**config.mk**
```make
export PLATFORM = sky130hd
export DESIGN_NAME = seg_adder
export DESIGN_NICKNAME = d
export VERILOG_FILES = /design/src/rtl/seg_add_pkg.sv /design/src/rtl/seg_skew_line.sv /design/src/rtl/seg_chunk_stage.sv /design/src/rtl/seg_adder.sv
export SDC_FILE = /design/constraint.sdc
export NUM_CORES = 1
export LEC_CHECK = 0
export BUFFER_PORTS_ARGS = -buffer_cell sky130_fd_sc_hd__buf_2
export CAP_MARGIN = 15
export CORE_MARGIN = 2
export CORE_UTILIZATION = 40
export DETAILED_ROUTE_END_ITERATION = 12
export PLACE_DENSITY_LB_ADDON = 0.05
export SLEW_MARGIN = 10
export SYNTH_ARGS = -nofsm -noshare
export SYNTH_HDL_FRONTEND = slang
export SYNTH_HIERARCHICAL = 1
export SYNTH_SLANG_ARGS = --single-unit
```
**constraint.sdc**
```tcl
create_clock -name clk -period 2.7 [get_ports clk]
set_input_delay 0.135 -clock clk [delete_from_list [all_inputs] [get_ports clk]]
set_output_delay 0.135 -clock clk [all_outputs]
set_load 0.05 [all_outputs]
```
**src/rtl/seg_add_pkg.sv**
```systemverilog
package seg_add_pkg;

    typedef enum logic {
        ARITH_UNSIGNED = 1'b0,
        ARITH_SIGNED   = 1'b1
    } arith_mode_e;

    // number of slices a word of w bits is cut into
    function automatic int chunk_count(input int w, input int c);
        return (w + c - 1) / c;
    endfunction

    // width of slice k; the top slice may be narrower
    function automatic int chunk_width(input int w, input int c, input int k);
        int hi;
        hi = (k + 1) * c;
        if (hi > w) hi = w;
        return hi - k * c;
    endfunction

    // bits needed to count 0..n
    function automatic int count_bits(input int n);
        int b;
        b = 1;
        while ((1 << b) <= n) b++;
        return b;
    endfunction

endpackage

```
**src/rtl/seg_skew_line.sv**
```systemverilog
module seg_skew_line #(
    parameter int WIDTH = 8,
    parameter int DEPTH = 1
) (
    input  logic             clk,
    input  logic             rst,
    input  logic [WIDTH-1:0] din,
    output logic [WIDTH-1:0] dout
);

    logic [WIDTH-1:0] pipe_q [DEPTH];

    always_ff @(posedge clk) begin
        if (rst) begin
            for (int i = 0; i < DEPTH; i++) pipe_q[i] <= '0;
        end else begin
            pipe_q[0] <= din;
            for (int i = 1; i < DEPTH; i++) pipe_q[i] <= pipe_q[i-1];
        end
    end

    assign dout = pipe_q[DEPTH-1];

    // reset empties the line
    a_r7_skew_flush: assert property (@(posedge clk) rst |=> dout == '0);

endmodule

```
**src/rtl/seg_chunk_stage.sv**
```systemverilog
module seg_chunk_stage #(
    parameter int CW     = 8,
    parameter bit EXTEND = 1'b0
) (
    input  logic          clk,
    input  logic          rst,
    input  logic [CW-1:0] op_a,
    input  logic [CW-1:0] op_b,
    input  logic          cin,
    output logic [CW:0]   res_q
);

    logic          ext_a;
    logic          ext_b;
    logic [CW:0]   sum_d;

    // only the top slice in signed mode widens by sign; others widen by zero
    assign ext_a = EXTEND ? op_a[CW-1] : 1'b0;
    assign ext_b = EXTEND ? op_b[CW-1] : 1'b0;
    assign sum_d = {ext_a, op_a} + {ext_b, op_b} + {{CW{1'b0}}, cin};

    always_ff @(posedge clk) begin
        if (rst) res_q <= '0;
        else     res_q <= sum_d;
    end

    // the low result bit is the parity of the inputs one edge earlier
    a_r1_slice_parity: assert property (@(posedge clk) disable iff (rst)
        1'b1 |=> res_q[0] == $past(op_a[0] ^ op_b[0] ^ cin));

    // reset clears the slice register
    a_r7_slice_clear: assert property (@(posedge clk) rst |=> res_q == '0);

endmodule

```
**src/rtl/seg_adder.sv**
```systemverilog
module seg_adder
    import seg_add_pkg::*;
#(
    parameter int          WIDTH = 32,
    parameter int          CHUNK = 8,
    parameter arith_mode_e MODE  = ARITH_UNSIGNED
) (
    input  logic             clk,
    input  logic             rst,
    input  logic             in_valid,
    input  logic [WIDTH-1:0] op_a,
    input  logic [WIDTH-1:0] op_b,
    output logic             out_valid,
    output logic [WIDTH:0]   sum
);

    localparam int NCHUNK  = chunk_count(WIDTH, CHUNK);
    localparam int LATENCY = NCHUNK;
    localparam int CNT_W   = count_bits(LATENCY + 1);

    logic [NCHUNK-1:0] carry;

    for (genvar k = 0; k < NCHUNK; k++) begin : g_slice
        localparam int LO  = k * CHUNK;
        localparam int CW  = chunk_width(WIDTH, CHUNK, k);
        localparam bit TOP = (k == NCHUNK - 1);

        logic [CW-1:0] a_sk;
        logic [CW-1:0] b_sk;
        logic          cin;
        logic [CW:0]   res;

        if (k == 0) begin : g_first
            assign a_sk = op_a[LO +: CW];
            assign b_sk = op_b[LO +: CW];
            assign cin  = 1'b0;
        end else begin : g_later
            logic [2*CW-1:0] ab_sk;
            seg_skew_line #(.WIDTH(2 * CW), .DEPTH(k)) u_skew (
                .clk  (clk),
                .rst  (rst),
                .din  ({op_a[LO +: CW], op_b[LO +: CW]}),
                .dout (ab_sk)
            );
            assign a_sk = ab_sk[2*CW-1:CW];
            assign b_sk = ab_sk[CW-1:0];
            assign cin  = carry[k-1];
        end

        seg_chunk_stage #(
            .CW     (CW),
            .EXTEND (TOP && (MODE == ARITH_SIGNED))
        ) u_stage (
            .clk   (clk),
            .rst   (rst),
            .op_a  (a_sk),
            .op_b  (b_sk),
            .cin   (cin),
            .res_q (res)
        );

        assign carry[k] = res[CW];

        if (TOP) begin : g_top_out
            assign sum[WIDTH:LO] = res;
        end else begin : g_deskew
            seg_skew_line #(.WIDTH(CW), .DEPTH(NCHUNK - 1 - k)) u_deskew (
                .clk  (clk),
                .rst  (rst),
                .din  (res[CW-1:0]),
                .dout (sum[LO +: CW])
            );
        end
    end

    seg_skew_line #(.WIDTH(1), .DEPTH(LATENCY)) u_valid_line (
        .clk  (clk),
        .rst  (rst),
        .din  (in_valid),
        .dout (out_valid)
    );

    // pairs accepted and not yet delivered; guards the assertions below
    logic [CNT_W-1:0] inflight_q;

    always_ff @(posedge clk) begin
        if (rst) inflight_q <= '0;
        else     inflight_q <= inflight_q + CNT_W'(in_valid) - CNT_W'(out_valid);
    end

    // reset leaves no result on the outputs
    a_r7_reset_idle: assert property (@(posedge clk)
        rst |=> (!out_valid && sum == '0));

    // every valid result belongs to an accepted pair
    a_r3_no_orphan_valid: assert property (@(posedge clk) disable iff (rst)
        out_valid |-> inflight_q != '0);

    // no more pairs in flight than pipeline stages
    a_r4_inflight_bound: assert property (@(posedge clk) disable iff (rst)
        inflight_q <= CNT_W'(LATENCY));

endmodule

```
After elaboration in Yosys (flattened, before gate mapping)
Memories as Yosys holds them, arrays and structs flattened.
Index checks and enable logic that the tools add are counted.
{"block": "classes", "mux": 21, "reduce_logical": 2, "n_addsub": 7, "n_bitwise": 14}
{"cell": "$mux W16", "n": 6}
{"cell": "$mux W8", "n": 6}
{"cell": "$add A8 B8 Y9", "n": 4}
{"cell": "$add A9 B1 Y9", "n": 3}
{"cell": "$reduce_or A16 Y1", "n": 1}
{"cell": "$or A1 B1 Y1", "n": 14}
{"cell": "$mux W1", "n": 9}
{"cell": "$reduce_or A8 Y1", "n": 1}
{"block": "totals", "out_inout_bits": 34, "in_bits": 67, "register_bits": 36, "wordCells": 55, "ram_bits": 148, "memories": 7}
{"name": "g_slice[3].g_later.u_skew.pipe_q", "depth": 3, "width": 16, "read_ports": 3, "rd_ports_with_merged_regs": 0, "wr": 3, "line": "seg_skew_line.sv:11", "text": "logic [WIDTH-1:0] pipe_q [DEPTH];"}
{"name": "g_slice[2].g_later.u_skew.pipe_q", "depth": 2, "width": 16, "read_ports": 2, "rd_ports_with_merged_regs": 0, "wr": 2, "line": "seg_skew_line.sv:11"}
{"name": "g_slice[0].g_deskew.u_deskew.pipe_q", "depth": 3, "width": 8, "read_ports": 3, "rd_ports_with_merged_regs": 0, "wr": 3, "line": "seg_skew_line.sv:11"}
{"name": "g_slice[1].g_deskew.u_deskew.pipe_q", "depth": 2, "width": 8, "read_ports": 2, "rd_ports_with_merged_regs": 0, "wr": 2, "line": "seg_skew_line.sv:11"}
{"name": "g_slice[1].g_later.u_skew.pipe_q", "depth": 1, "width": 16, "read_ports": 1, "rd_ports_with_merged_regs": 0, "wr": 1, "line": "seg_skew_line.sv:11"}
{"name": "g_slice[2].g_deskew.u_deskew.pipe_q", "depth": 1, "width": 8, "read_ports": 1, "rd_ports_with_merged_regs": 0, "wr": 1, "line": "seg_skew_line.sv:11"}
{"name": "+1 memories"}

Logic depth before layout (Yosys ltp)
{"block": "depth", "depth_word": 3, "ltp_mapped": 7, "depth_no_buf": 6}

Cells and area by module
The synthesis kept the hierarchy.
{"mod": "seg_chunk_stage", "cells_each": 54, "seq_area_each_um2": 180.2, "area_each_um2": 521.8, "instances": 4}
{"mod": "seg_skew_line (g_slice[3].g_later.u_skew)", "cells_each": 117, "seq_area_each_um2": 960.9, "area_each_um2": 1425.1, "instances": 1}
{"mod": "seg_skew_line (g_slice[2].g_later.u_skew)", "cells_each": 83, "seq_area_each_um2": 640.6, "area_each_um2": 983.4, "instances": 1}
{"mod": "seg_skew_line (g_slice[0].g_deskew.u_deskew)", "cells_each": 58, "seq_area_each_um2": 480.5, "area_each_um2": 753.2, "instances": 1}
{"mod": "seg_skew_line (g_slice[1].g_deskew.u_deskew)", "cells_each": 41, "seq_area_each_um2": 320.3, "area_each_um2": 524.3, "instances": 1}
{"mod": "seg_skew_line (g_slice[1].g_later.u_skew)", "cells_each": 33, "seq_area_each_um2": 320.3, "area_each_um2": 464.2, "instances": 1}
{"mod": "seg_skew_line (g_slice[2].g_deskew.u_deskew)", "cells_each": 16, "seq_area_each_um2": 160.2, "area_each_um2": 210.2, "instances": 1}
{"mod": "seg_skew_line (u_valid_line)", "cells_each": 8, "seq_area_each_um2": 80.1, "area_each_um2": 105.1, "instances": 1}
{"mod": "seg_adder", "cells_each": 1, "seq_area_each_um2": 0.0, "area_each_um2": 3.8, "instances": 1}

Least setup slack after synthesis
No wires, ideal clock.
{"block": "synth_path", "kind": "reg-to-reg", "from": "memory g_slice[2].g_later.u_skew/pipe_q[0][24] in the netlist's numbering", "to": "register g_slice[2].u_stage.res_q[8]", "period_less_slack_ns": 2.121, "setup_ns": 0.120, "required_time_ns": 2.580, "path_slack_ns": 0.579, "arrival_time_ns": 2.001, "path_stages_with_launch": 8, "path_buffers": 1, "path_cell_list": "dfxtp_1 > buf_4 > fa_1 > fa_1 > a21o_1 > a311oi_1 > nor2_1 > o31a_1"}
{"element": "start, declared", "line": "seg_skew_line.sv:11"}
{"element": "end signal, assigned", "line": "seg_chunk_stage.sv:24", "text": "else res_q <= sum_d;"}
{"element": "end, declared", "line": "seg_chunk_stage.sv:10", "text": "output logic [CW:0] res_q"}

==> implementation parameters <==
Parameter                              Value

Status
  Outcome    finished, final reports clean

Worst setup path
  Worst Setup Start Kind    flop
  Crit path cell chain    fa_1 > fa_1 > a21o_1 > a311oi_1 > nor2_1 > o31a_1
  Worst reg2reg path startpoint    g_slice[2].g_later.u_skew/pipe_q[0][24]
  Sort of element at the end of the critical path    flop
  Register-to-register path setup slack    0.50 ns
  Kind of cell adding the most delay to the critical path    adder cells
  Arrival time at the worst endpoint    2.50 ns
  Crit path top cell by count    sky130_fd_sc_hd__fa_1
  Slowest cell on the critical path    sky130_fd_sc_hd__fa_1
  Longest individual stage delay on the worst path    0.47 ns
  Number of buffer and inverter instances along the worst setup path    0
  Required time of the worst setup path    3.00 ns
  Maximum fanout encountered on the critical timing path    3
  Reg2reg end    g_slice[2].u_stage/res_q[8]
  Category of the most critical setup path    reg2reg
  Worst-case reg-to-reg path depth    6

Job
  Max-capacitance violation count    0

Drt
  First-pass DRT Iterations    4
  Number of vias per cell after detailed routing    4.21
  DRC marker count from the first detailed-route iteration    177
  Routed len/inst    10.6 um
  Final antenna-violating net count    0
  Routed wire length    9640 um
  Count of unresolved DRC violations after routing    0
  Via count of the routed design    approximately 3800

Power
  NetSw    1.35 mW
  Power Dens Cells    724 mW/mm^2
  Clk pwr share    41.5%
  Net switching share of the total power    23.5%
  Total power    5.76 mW
  Gate power share    ~8.4%
  Sequential share of power    50.0%
  Leak    around 3.5 nW
  Peak supply drop    0.429 mV
  Total internal power    ~4.4 mW

Synthesis
  Number of flops mapped to enable cells by yosys    0
  Library cell occupying the most area in the post-synthesis netlist    sky130_fd_sc_hd__dfxtp_1
  Register bit count reported by yosys    184
  Area share of the largest cell type after synthesis    56.2%
  Async SR Flop Fraction    0%
  Syn Std Cell Area    0.00656 sq mm
  Ys flop type    sky130_fd_sc_hd__dfxtp_1
  Synth Instances    ~570
  Number of distinct library cells after synthesis    29
  Avg Inst Size Synth    11.4 sq um
  Sequential-to-total area share from yosys stat    56.2%
  Syn Nets    676
  Number of warning messages in the yosys log    6
  Main area contributors after synthesis    sky130_fd_sc_hd__dfxtp_1 56%, sky130_fd_sc_hd__nor2b_1 11%, sky130_fd_sc_hd__buf_4 5.8%

Finish
  Layout-stage area growth over the synthesis result    21.4%
  Diode count    0
  Commonest cells after routing, fill and taps aside    184 x sky130_fd_sc_hd__dfxtp_1, 112 x sky130_fd_sc_hd__nor2b_1, 99 x sky130_fd_sc_hd__buf_2, 49 x sky130_fd_sc_hd__dlygate4sd3_1
  Total Nets Final    about 780
  Number of fillers in the final layout    about 1500
  Leading cell type in the layout, fill and taps excluded    sky130_fd_sc_hd__dfxtp_1
  Share of cells above drive strength 1    25.7%

Timing
  Unrepaired setup endpoints after global routing    no
  Max Transition Viols Final    0
  Post-route clock period utilization    81.4%
  Highest attainable clock frequency    roughly 460 MHz
  Worst hold margin    roughly 0.050 ns
  Post-route minimum period    2.20 ns
  Number of setup violations in the final report    0
  Worst clock skew on the final layout    0.00634 ns
  Count of final hold-check violations    0
  Accumulated negative setup slack    0 ns

GRT
  Wire length of the first global-routing pass    16600 um
  Overall fraction of global-route tracks in use    11.8%
  Vias in the first global route    about 3700
  Largest net degree at the start of global routing    93
  Global route overflow    0
  Antenna violations before repair    0

Clock tree
  PostCTS Resize Cnt    0
  TritonCTS clock tree    yes
  Maximum level of the CTS H-tree    4
  Number of setup buffers added after CTS    0
  Clk pin slew, worst setup/hold paths    0.07 ns
  Clock Root Buffer    sky130_fd_sc_hd__clkbuf_16
  Clock latency of the later-clocked register in the worst-skew pair    0.42 ns
  Clock sink count    184
  Cts bufs inserted    17
  Maximum count of clock buffers along a single path    2
  Number of buffers inserted by hold repair at cts    49

Floorplan
  I/O pin count    between 100 and 150
  Die W    ~130 um
  Starting density of the core    41.1%
  Full die area    around 0.017 sq mm
  Die height    132 um
  Number of rows in the core area    46
  Area of the placeable core    0.0159 sq mm

Worst hold path
  Classification of the worst-slack hold path    in2reg
  Worst Hold Launch    rst
  Worst-case hold path end point    g_slice[1].g_later.u_skew/pipe_q[0][5]
  Hold Path Depth    2

Placed design
  Buffers on Ports    100
  GP Congestion    0.842
  HPWL after detailed placement    6450 um
-- metrics by stage --
stage / setup slack, ns / instance area, sq um / cells / util (%)
final: 0.503 / 7960 / 908 / 49.9
after global routing: 0.390 / 7960 / 908 / 49.9
after CTS: 0.501 / 7960 / 908 / 49.9
after detailed placement: 0.513 / 6890 / 827 / 43.2
after global placement: 0.593 / 6890 / 827 / 43.2
after floorplan: 0.579 / 6560 / 573 / -
-- synthesized netlist by cell type (7+ instances only) --
cell type	number
sky130_fd_sc_hd__a21o_1	12
sky130_fd_sc_hd__a21oi_1	16
sky130_fd_sc_hd__and2b_2	12
sky130_fd_sc_hd__buf_4	51
sky130_fd_sc_hd__buf_6	7
sky130_fd_sc_hd__dfxtp_1	184
sky130_fd_sc_hd__fa_1	8
sky130_fd_sc_hd__ha_1	28
sky130_fd_sc_hd__nand2_1	8
sky130_fd_sc_hd__nor2_1	24
sky130_fd_sc_hd__nor2b_1	112
sky130_fd_sc_hd__nor2b_2	28
sky130_fd_sc_hd__nor3_1	16
sky130_fd_sc_hd__o21ai_0	8
sky130_fd_sc_hd__xnor2_1	8
-- power groups by stage --
stage          combinational (mW)  sequential, mW  clock, mW
2_1_floorplan               0.327            2.97          0
4_1_cts                     0.491            2.89       2.48
3_5_place_dp                0.435            2.95          0
5_1_grt                     0.538            2.90       2.62
6_report                    0.485            2.88       2.39
3_3_place_gp                0.431            2.95          0
-- state kept, by name, summed over array words and instances, names as in the netlist --
signal and flops:
g_slice.g_later.u_skew/pipe_q 96, g_slice.g_deskew.u_deskew/pipe_q 48, g_slice.u_stage/res_q 36, u_valid_line/pipe_q 4
-- kinds of logic (layout without fill, tap and decap cells) --
group                    after synthesis  in the layout  synth area share, %
AND/OR/NAND/NOR                      216            216                 20.7
other                                  1              1               0.0572
adder cells (fa/ha/maj)               36             36                 7.79
AO/OA/AOI/OAI                         60             60                 6.26
buffers and inverters                 64            183                 7.42
flip-flops                           184            184                 56.2
XOR/XNOR                              12             12                 1.60
-- final cells by class --
cell class                 count  area (sq um)  area share, %
clock inverter                15           159           2.00
clock buffer                  17           425           5.34
tap                          216           270           3.39
sequential                   184          3680           46.3
multi-input combinational    325          2390           30.0
timing repair buffer         151          1040           13.0
-- per-layer routing --
| metal | routed length (um) | GRT usage [%] | vias up |
|---|---|---|---|
| met2 | 4750 | 20.1 | 72 |
| met5 | 0 | 0 | - |
| met4 | 226 | 6.10 | 0 |
| li1 | - | - | 2036 |
| met1 | 4310 | 13.3 | 1697 |
| met3 | 362 | 3.73 | 19 |
-- how the worst max path moves through the flow --
| stage | cells after the start | startpoint | slack [ns] | to |
|---|---|---|---|---|
| after CTS | 6 | g_slice[2].g_later.u_skew/pipe_q[0][24] | 0.50 | g_slice[2].u_stage/res_q[8] |
| final | 6 | g_slice[2].g_later.u_skew/pipe_q[0][24] | 0.50 | g_slice[2].u_stage/res_q[8] |
| after global routing | 6 | g_slice[2].g_later.u_skew/pipe_q[0][24] | 0.39 | g_slice[2].u_stage/res_q[8] |
| after floorplan | 7 | g_slice[2].g_later.u_skew/pipe_q[0][24] | 0.58 | g_slice[2].u_stage/res_q[8] |
| after global placement | 6 | g_slice[2].g_later.u_skew/pipe_q[0][24] | 0.59 | g_slice[2].u_stage/res_q[8] |
| after detailed placement | 6 | g_slice[2].g_later.u_skew/pipe_q[0][24] | 0.51 | g_slice[2].u_stage/res_q[8] |
Power figures use the tool's default switching activity.
